--- src/rtl/ahdlc_pkg.sv ---
package ahdlc_pkg;
  typedef enum logic [2:0] {
    S_IDLE, S_DATA, S_FCS_LO, S_FCS_HI, S_CLOSE, S_ABORT, S_DROP
  } state_e;
endpackage

--- src/rtl/ahdlc_esc_chk.sv ---
module ahdlc_esc_chk #(
  parameter int unsigned DW    = 8,
  parameter int unsigned MAP_W = 32
) (
  input  logic [DW-1:0]    data_i,
  input  logic [MAP_W-1:0] map_i,
  input  logic [DW-1:0]    open_flag_i,
  input  logic [DW-1:0]    close_flag_i,
  input  logic [DW-1:0]    esc_char_i,
  output logic             need_o
);
  localparam int unsigned IDX_W = $clog2(MAP_W);

  logic ctl_hit, val_hit;
  assign ctl_hit = (data_i < DW'(MAP_W)) && map_i[data_i[IDX_W-1:0]];
  assign val_hit = (data_i == open_flag_i) || (data_i == close_flag_i) ||
                   (data_i == esc_char_i);
  assign need_o  = ctl_hit || val_hit;
endmodule

--- src/rtl/ahdlc_fcs.sv ---
module ahdlc_fcs #(
  parameter int unsigned DW    = 8,
  parameter int unsigned CRC_W = 16,
  parameter logic [CRC_W-1:0] POLY = 16'h8408,
  parameter logic [CRC_W-1:0] SEED = 16'hFFFF
) (
  input  logic             clk_i,
  input  logic             rst_ni,
  input  logic             clr_i,
  input  logic             upd_i,
  input  logic [DW-1:0]    data_i,
  output logic [CRC_W-1:0] crc_o
);
  function automatic logic [CRC_W-1:0] step(input logic [CRC_W-1:0] c,
                                           input logic [DW-1:0] d);
    logic [CRC_W-1:0] r;
    r = c;
    for (int i = 0; i < int'(DW); i++) begin
      if (r[0] ^ d[i]) r = (r >> 1) ^ POLY;
      else             r = r >> 1;
    end
    return r;
  endfunction

  always_ff @(posedge clk_i or negedge rst_ni) begin
    if (!rst_ni)     crc_o <= SEED;
    else if (clr_i)  crc_o <= SEED;
    else if (upd_i)  crc_o <= step(crc_o, data_i);
  end
endmodule

--- src/rtl/ahdlc_tx_framer.sv ---
module ahdlc_tx_framer #(
  parameter int unsigned DW    = 8,
  parameter int unsigned MAP_W = 32,
  parameter logic [DW-1:0] ESC_XOR = 8'h20
) (
  input  logic             clk_i,
  input  logic             rst_ni,
  input  logic [DW-1:0]    open_flag_i,
  input  logic [DW-1:0]    close_flag_i,
  input  logic [DW-1:0]    esc_char_i,
  input  logic [DW-1:0]    idle_char_i,
  input  logic [MAP_W-1:0] ctl_map_i,
  input  logic             abort_i,
  input  logic [DW-1:0]    in_data_i,
  input  logic             in_valid_i,
  input  logic             in_last_i,
  output logic             in_ready_o,
  output logic [DW-1:0]    out_char_o,
  output logic             out_valid_o,
  input  logic             out_ready_i
);
  import ahdlc_pkg::*;
  localparam int unsigned CRC_W = 2 * DW;

  state_e           state_q, state_d;
  logic             pend_v_q, pend_v_d;
  logic [DW-1:0]    pend_q, pend_d;
  logic [DW-1:0]    out_q, out_d;
  logic             out_v_q;
  logic             abort_q, abort_d;
  logic             drop_q, drop_d;
  logic             adv, take, crc_clr, need;
  logic [DW-1:0]    cand;
  logic [CRC_W-1:0] crc;

  assign adv  = !out_v_q || out_ready_i;
  assign cand = (state_q == S_DATA)   ? in_data_i :
                (state_q == S_FCS_LO) ? ~crc[DW-1:0] : ~crc[CRC_W-1:DW];

  ahdlc_esc_chk #(.DW(DW), .MAP_W(MAP_W)) u_esc (
    .data_i(cand), .map_i(ctl_map_i), .open_flag_i(open_flag_i),
    .close_flag_i(close_flag_i), .esc_char_i(esc_char_i), .need_o(need)
  );

  ahdlc_fcs #(.DW(DW), .CRC_W(CRC_W)) u_fcs (
    .clk_i(clk_i), .rst_ni(rst_ni), .clr_i(crc_clr), .upd_i(take),
    .data_i(in_data_i), .crc_o(crc)
  );

  always_comb begin
    state_d  = state_q;
    pend_v_d = pend_v_q;
    pend_d   = pend_q;
    out_d    = out_q;
    drop_d   = drop_q;
    take     = 1'b0;
    crc_clr  = 1'b0;
    abort_d  = abort_q;
    if (adv) begin
      if (pend_v_q) begin
        out_d    = pend_q;
        pend_v_d = 1'b0;
      end else begin
        unique case (state_q)
          S_IDLE: begin
            if (in_valid_i) begin
              out_d   = open_flag_i;
              state_d = S_DATA;
              crc_clr = 1'b1;
            end else out_d = idle_char_i;
          end
          S_DATA, S_FCS_LO, S_FCS_HI: begin
            if (abort_q) begin
              out_d   = esc_char_i;
              state_d = S_ABORT;
              drop_d  = (state_q == S_DATA);
              abort_d = 1'b0;
            end else if (state_q == S_DATA && !in_valid_i) begin
              out_d = idle_char_i;
            end else begin
              take = (state_q == S_DATA);
              if (need) begin
                out_d    = esc_char_i;
                pend_v_d = 1'b1;
                pend_d   = cand ^ ESC_XOR;
              end else out_d = cand;
              unique case (state_q)
                S_DATA:   state_d = in_last_i ? S_FCS_LO : S_DATA;
                S_FCS_LO: state_d = S_FCS_HI;
                default:  state_d = S_CLOSE;
              endcase
            end
          end
          S_CLOSE: begin
            out_d   = close_flag_i;
            state_d = S_IDLE;
          end
          S_ABORT: begin
            out_d   = close_flag_i;
            state_d = drop_q ? S_DROP : S_IDLE;
          end
          S_DROP:  out_d = idle_char_i;
          default: state_d = S_IDLE;
        endcase
      end
    end
    // discard the rest of an aborted frame regardless of the output side
    if (state_q == S_DROP && in_valid_i && in_last_i) state_d = S_IDLE;
    // abort is held only while the frame can still be cut short
    if (state_d == S_DATA || state_d == S_FCS_LO || state_d == S_FCS_HI)
      abort_d = abort_d || abort_i;
    else
      abort_d = 1'b0;
  end

  assign in_ready_o  = take || (state_q == S_DROP);
  assign out_char_o  = out_q;
  assign out_valid_o = out_v_q;

  always_ff @(posedge clk_i or negedge rst_ni) begin
    if (!rst_ni) begin
      state_q  <= S_IDLE;
      pend_v_q <= 1'b0;
      pend_q   <= '0;
      out_q    <= '0;
      out_v_q  <= 1'b0;
      abort_q  <= 1'b0;
      drop_q   <= 1'b0;
    end else begin
      state_q  <= state_d;
      pend_v_q <= pend_v_d;
      pend_q   <= pend_d;
      abort_q  <= abort_d;
      drop_q   <= drop_d;
      if (adv) begin
        out_q   <= out_d;
        out_v_q <= 1'b1;
      end
    end
  end
endmodule

--- config.mk ---
export PLATFORM = sky130hd
export DESIGN_NAME = ahdlc_tx_framer
export DESIGN_NICKNAME = d
export VERILOG_FILES = /design/src/rtl/ahdlc_pkg.sv /design/src/rtl/ahdlc_esc_chk.sv /design/src/rtl/ahdlc_fcs.sv /design/src/rtl/ahdlc_tx_framer.sv
export SDC_FILE = /design/constraint.sdc
export NUM_CORES = 1
export LEC_CHECK = 0
export BUFFER_PORTS_ARGS = -buffer_cell sky130_fd_sc_hd__buf_4
export CORE_ASPECT_RATIO = 1.2
export CORE_UTILIZATION = 45
export CTS_CLUSTER_SIZE = 28
export DETAILED_ROUTE_END_ITERATION = 12
export GPL_TIMING_DRIVEN = 0
export PLACE_DENSITY = 0.7
export SLEW_MARGIN = 20
export SYNTH_ARGS = -nofsm -noshare
export SYNTH_HDL_FRONTEND = slang
export SYNTH_HIERARCHICAL = 1
export SYNTH_SLANG_ARGS = --single-unit
--- constraint.sdc ---
create_clock -name clk_i -period 4.4 [get_ports clk_i]
set_clock_uncertainty 0.1 [all_clocks]
set_input_delay 0.22 -clock clk_i [delete_from_list [all_inputs] [get_ports clk_i]]
set_output_delay 0.22 -clock clk_i [all_outputs]
set_load 0.02 [all_outputs]
Word level (Yosys, flattened, before mapping). Cells that the tools add are included.

Flip-flop bits (word level): 39. Output and inout port bits: 10. Bits of input ports: 78. Word-level logic and storage cells: 128.

Eq/ne operators: 12. Muxes and demuxes: 62. $lt $le $gt $ge: 2. Bitwise gates (word level): 22. Reduce and logical (&&, ||, !) cells: 22.

Operators with widths (number): $mux 16 (24); $mux 8 (7); $pmux 8 s4 (1); $eq 8x8->1 (3); $not 2->3 (8); $mux 3 (7); $mux 1 (19); $not 8->8 (2); $eq 3x2->1 const B (4); $pmux 3 s4 (1); $eq 3x3->1 const B (3); $logic_or 1x1->1 (8); $lt 8x6->1 const B (1); $xor 1x1->1 (8); $eq 3x1->1 const B (2); $lt 5x6->1 const B (1); $pmux 3 s2 (1); $reduce_and 6->1 (1); $bmux 1 s5 (1); $reduce_bool 5->1 (1); $logic_and 1x1->1 (4); $not 1->1 (4); $reduce_and 4->1 (1); $logic_not 3->1 (1); 6 further kinds (7).

Longest topological paths before layout.
Depth in word-level cells: 37. Depth in mapped cells: 15. Mapped depth without buffers: 13.

Hierarchy. The synthesis kept the hierarchy.

By module, submodules not included: ahdlc_tx_framer (instances 1, cells an instance 205, area each 1806.7 sq um); ahdlc_fcs (instances 1, cells an instance 82, area each 1027.2 sq um); ahdlc_esc_chk (instances 1, cells an instance 57, area each 574.3 sq um).

Least setup slack after synthesis. OpenSTA, ideal clock, no wires.

Path kind: register to register. Start point: reg state_q[2]. End point: reg out_q[6], in the netlist out_char_o[6]. Path slack: 0.910 ns. Library setup time: 0.118 ns. Data required time: 4.182 ns. Path buffers: 3. Arrival: 3.272 ns. Cell stages (with the launch flop): 16. Cells stage by stage: dfrtp_1 > o21bai_2 > nand2b_1 > buf_2 > buf_6 > a22oi_1 > buf_2 > mux4_2 > mux2i_1 > mux2i_1 > o21ai_0 > o21ai_1 > nor2_1 > a32o_1 > o22ai_1 > a21o_1.

Cells in the longest elaborated chain, start to end: 12. Elaborated cells between the ends (all ways): 29. Classes of those cells: order compare (1); eq/ne (9); mux (9); reduce/logical (10).

RTL lines: from (decl) (RTL line ahdlc_tx_framer.sv:25) `state_e state_q, state_d;`; from (signal assigned) (RTL line ahdlc_tx_framer.sv:130) `state_q <= state_d;`; $eq 3x2->1 (RTL line ahdlc_tx_framer.sv:38) `(state_q == S_FCS_LO) ? ~crc[DW-1:0] : ~crc[CRC_W-1:DW];`; $mux 8 (RTL line ahdlc_tx_framer.sv:38); $mux 8 (*) (RTL line ahdlc_tx_framer.sv:37) `assign cand = (state_q == S_DATA) ? in_data_i :`; net cand[1] (RTL line ahdlc_tx_framer.sv:33) `logic [DW-1:0] cand;`; $bmux 1 s5 or $eq 8x8->1 (tied branches) (RTL line ahdlc_esc_chk.sv:15, ahdlc_esc_chk.sv:16); $mux 1 (implied by the code) or $logic_or 1x1->1 (tied branches) (RTL line ahdlc_esc_chk.sv:15, ahdlc_esc_chk.sv:16); $logic_and 1x1->1 or $logic_or 1x1->1 (tied branches) (RTL line ahdlc_esc_chk.sv:15, ahdlc_esc_chk.sv:16); $logic_or 1x1->1 (*) (RTL line ahdlc_esc_chk.sv:18) `assign need_o = ctl_hit || val_hit;`; net need (RTL line ahdlc_tx_framer.sv:32) `logic adv, take, crc_clr, need;`; $mux 8 (*) (RTL line ahdlc_tx_framer.sv:82) `if (need) begin`; $mux 8 (*) (RTL line ahdlc_tx_framer.sv:78) `end else if (state_q == S_DATA && !in_valid_i) begin`; $mux 8 (*) (RTL line ahdlc_tx_framer.sv:73) `if (abort_q) begin`; $pmux 8 s4 (*) (RTL line ahdlc_tx_framer.sv:64) `unique case (state_q)`; $mux 8 (*) (RTL line ahdlc_tx_framer.sv:60) `if (pend_v_q) begin`; to (signal assigned) (RTL line ahdlc_tx_framer.sv:136) `out_q <= out_d;`; to (decl) (RTL line ahdlc_tx_framer.sv:28) `logic [DW-1:0] out_q, out_d;`.

The timed path passes the listed nets; every way through them passes the cells marked *. The select of a mux whose other input is x is not followed. A chain may end at the register's enable or synchronous reset.

Final worst setup path.
Start point: reg state_q[2]. End point: reg out_q[0], in the netlist out_char_o[0].

The elaborated chain is that of the path after synthesis.

==> flow_summary.yaml <==
synthesis:
  synth-simple-area-share: 0.111
  async_flop_share: 1.00
  synth-edff-count: 0
  synth_area_leaders: "dfrtp_1 (17%), dfstp_2 (12%), xnor2_1 (6.7%)"
  ys_types: 54
  synth_compound_area_frac: 0.265
  syn_area_per_cell_sq_um: 9.91
  ys_warn_count: 6
  syn-num-nets: 422
  yosys-top-cells-count: "xnor2_1 (26), dfrtp_1 (23), o21ai_0 (21)"
  synth_fa_ha_area_frac: 0
  synth_top_family_by_area: "compound AO/OA/AOI/OAI gates"
  synth.area.mux_share: 0.118
  synth_xor_area_frac: 0.172
  ys_seq_elements: 39
  syn_inst: 344
  synth_flop_cell: "dfrtp_1"
  synth_top_area_share: 0.169
  ys_seq_area_frac: 0.292
  synthMostInstantiatedCell: "xnor2_1"
  yosysTopAreaCell: "dfrtp_1"
  synth_area_sq_um: 3410
worst_setup_path:
  r2r_start: "state_q[2]$_DFF_PN0_"
  cp_max_fo: 10
  rr_endpoint: "out_char_o[0]$_DFFE_PN0P_"
  arrival_ps: 4230
  reg2reg_slack_ps: 260
  path_class: "register to register"
  crit_path_start_kind: "register"
  rr_worst_depth: 15
  cp.required_ps: 4480
  crit_path_end_kind: "register"
global_routing:
  grtUsageTotal: 0.286
  grt_max_degree: 40
  grt_pass1_wl_mm: 17.1
  antenna_found_initial: 0
  grt_remaining_overflow: 0
  grt_pass1_vias: 3427
clock_tree:
  clk-insertion-delay-late_ps: 300
  cts.sinks: 39
  clkTransAtPathRegs_ps: 90
  tritoncts.num_buffers: 5
  root_buffer: "clkbuf_8"
  cts_tree: "yes"
  htree_levels: 2
  clock_tree.buffer_depth: 2
  postCtsSetupRepairBufs: 0
timing:
  final_max_slew_viol_count: 0
  setup_slack_ps: 256
  period_needed_ps: 4140
  fmax_mhz: 241
  grt_setup_unrepaired: "false"
  finalHoldViolCount: 0
  period_share: 0.942
  finalSetupViolations: 0
  relSlewSlack: 0.519
  hold-worst-slack_ps: 161
  worstMarginPinSlew_ps: 721
route:
  drtPass1Iterations: 5
  drc: 0
  wl_per_cell_um: 20.8
  route.vias.total: 3286
  drtIter0Drc: 283
  vias_per_cell: 6.20
  wirelength_mm: 11.0
  antenna_left: 0
finish:
  fin_util: 0.589
  area_growth_pct: 25.7
  fillCellCount: 672
  diodes: 0
  multiInputGateArea_sq_um: 2290
  fin_area_sq_um: 4280
  drive_above_1_share: 0.323
  nets: 517
  seq_area_sq_um: 996
placement:
  port_buffers: 87
  dp_hpwl_mm: 8.35
  place_area_sq_um: 4170
  post-place-ws_ps: -52.4
  place_congestion: 0.974
run_status:
  outcome: "finished clean"
die:
  rows: 34
  initial_utilization: 0.469
  design.die.area_sq_um: 7930
  fp.dieH_um: 97.3
  core_area_sq_um: 7270
  die_w_um: 81.4
  top_level_ports: 88
power_and_ir_drop:
  powerDensity_nw_per_um2: 820
  total_leakage_power_nw: 1.91
  totalPowerFinal_mw: 3.51
  peakVddDrop_mv: 0.487
worst_hold_path:
  holdPathEnd: "abort_q$_DFF_PN0_"
  min_from: "abort_i"
  hold-path-cell-count: 3
  min_path_type: "primary input to register"
run:
  drv_cap: 0
[where the power goes]
| group | switching, mW | total, mW | leakage [nW] | internal, mW |
|---|---|---|---|---|
| combinational | 1.33 | 2.53 | 1.41 | 1.21 |
| clock | 0.142 | 0.254 | 0.0455 | 0.112 |
| sequential | 0.152 | 0.727 | 0.455 | 0.574 |
[final cells by class]
type                            instances  area share
Multi-Input combinational cell        275       0.535
Sequential cell                        39       0.233
Timing Repair Buffer                   88       0.155
Buffer                                 24      0.0269
Tap cell                               90      0.0263
Clock buffer                            6      0.0169
Inverter                                6     0.00526
Clock inverter                          2     0.00263
[repair_timing]
item / in CTS / in global routing
resized for setup: 1 / 4
hold buffers: 1 / 0
gates cloned: 0 / 0
hold endpoints to repair: 23 / 0
setup endpoints to repair: 1 / 8
[worst max path at each step]
| stage | startpoint | to | slack, ps |
|---|---|---|---|
| after floorplan | state_q[2]$_DFF_PN0_ | out_char_o[6]$_DFFE_PN0P_ | 910 |
| after detailed placement | state_q[2]$_DFF_PN0_ | out_char_o[0]$_DFFE_PN0P_ | -50 |
| after global routing | state_q[1]$_DFF_PN0_ | pend_q[4]$_DFFE_PN0P_ | 20 |
| final | state_q[2]$_DFF_PN0_ | out_char_o[0]$_DFFE_PN0P_ | 260 |
| after global placement | state_q[2]$_DFF_PN0_ | out_char_o[0]$_DFFE_PN0P_ | 20 |
| after CTS | state_q[2]$_DFF_PN0_ | out_char_o[0]$_DFFE_PN0P_ | 90 |
[critical path: stages, from the launching register on]
cell and delay (ps):
dfrtp_1 400, o21bai_2 320, nand2b_1 200, buf_2 160, buf_6 150, a22oi_2 290
buf_2 320, mux4_2 530, mux2i_1 170, mux2i_1 120, o21ai_0 210, o21ai_1 210
nor2_4 250, a32o_1 210, a2bb2oi_1 250, o21ai_0 130
[layout by cell type, fill, tap and decap left out, types with 4 or more instances in the layout]
cell type and instances:
buf_2 8, a22oi_1 6, nor2b_1 8, nand2_1 19, o21ai_0 21, inv_1 5
clkbuf_1 14, a32o_1 8, clkbuf_8 5, dfrtp_1 23, a2bb2oi_1 7, nand4_1 5
o22ai_1 12, nor2_1 17, mux2_2 8, mux2i_1 11, xor2_1 12, a21oi_1 15
a21o_1 8, buf_4 87, mux4_1 6, a211o_1 8, a32oi_1 8, nand2b_1 5
o2bb2ai_1 7, a221o_1 8, dfstp_2 16, nor3_1 4, xnor3_1 8, xnor2_1 26
[through the flow]
step	instances	TNS [ps]
floorplan	344	0
global placement	521	0
detailed placement	521	-52.4
CTS	530	0
global route	530	0
finish	530	0
[state kept, by name, indices dropped and copies added, names as in the netlist]
register     flops
state_q          3
u_fcs/crc_o     16
drop_q           1
out_valid_o      1
out_char_o       8
pend_q           8
pend_v_q         1
abort_q          1
[kinds of logic (layout without fill, tap and decap cells)]
logic type | after synthesis | count (layout)
and+or+nand+nor | 73 | 73
DFF | 39 | 39
xor gates and xnor gates | 50 | 50
AOI/OAI and AO/OA | 124 | 124
buffers and inverters | 30 | 126
other | 1 | 1
muxes | 27 | 27
[per-layer routing]
| layer | up-vias | part of all wire | track usage |
|---|---|---|---|
| met3 | 39 | 0.080 | 0.0451 |
| met4 | 0 | 0.044 | 0.151 |
| met1 | 1575 | 0.39 | 0.352 |
| met5 | - | 0 | 0 |
| li1 | 1503 | - | - |
| met2 | 169 | 0.48 | 0.467 |
Note: power is estimated with default switching activity, not from simulation.
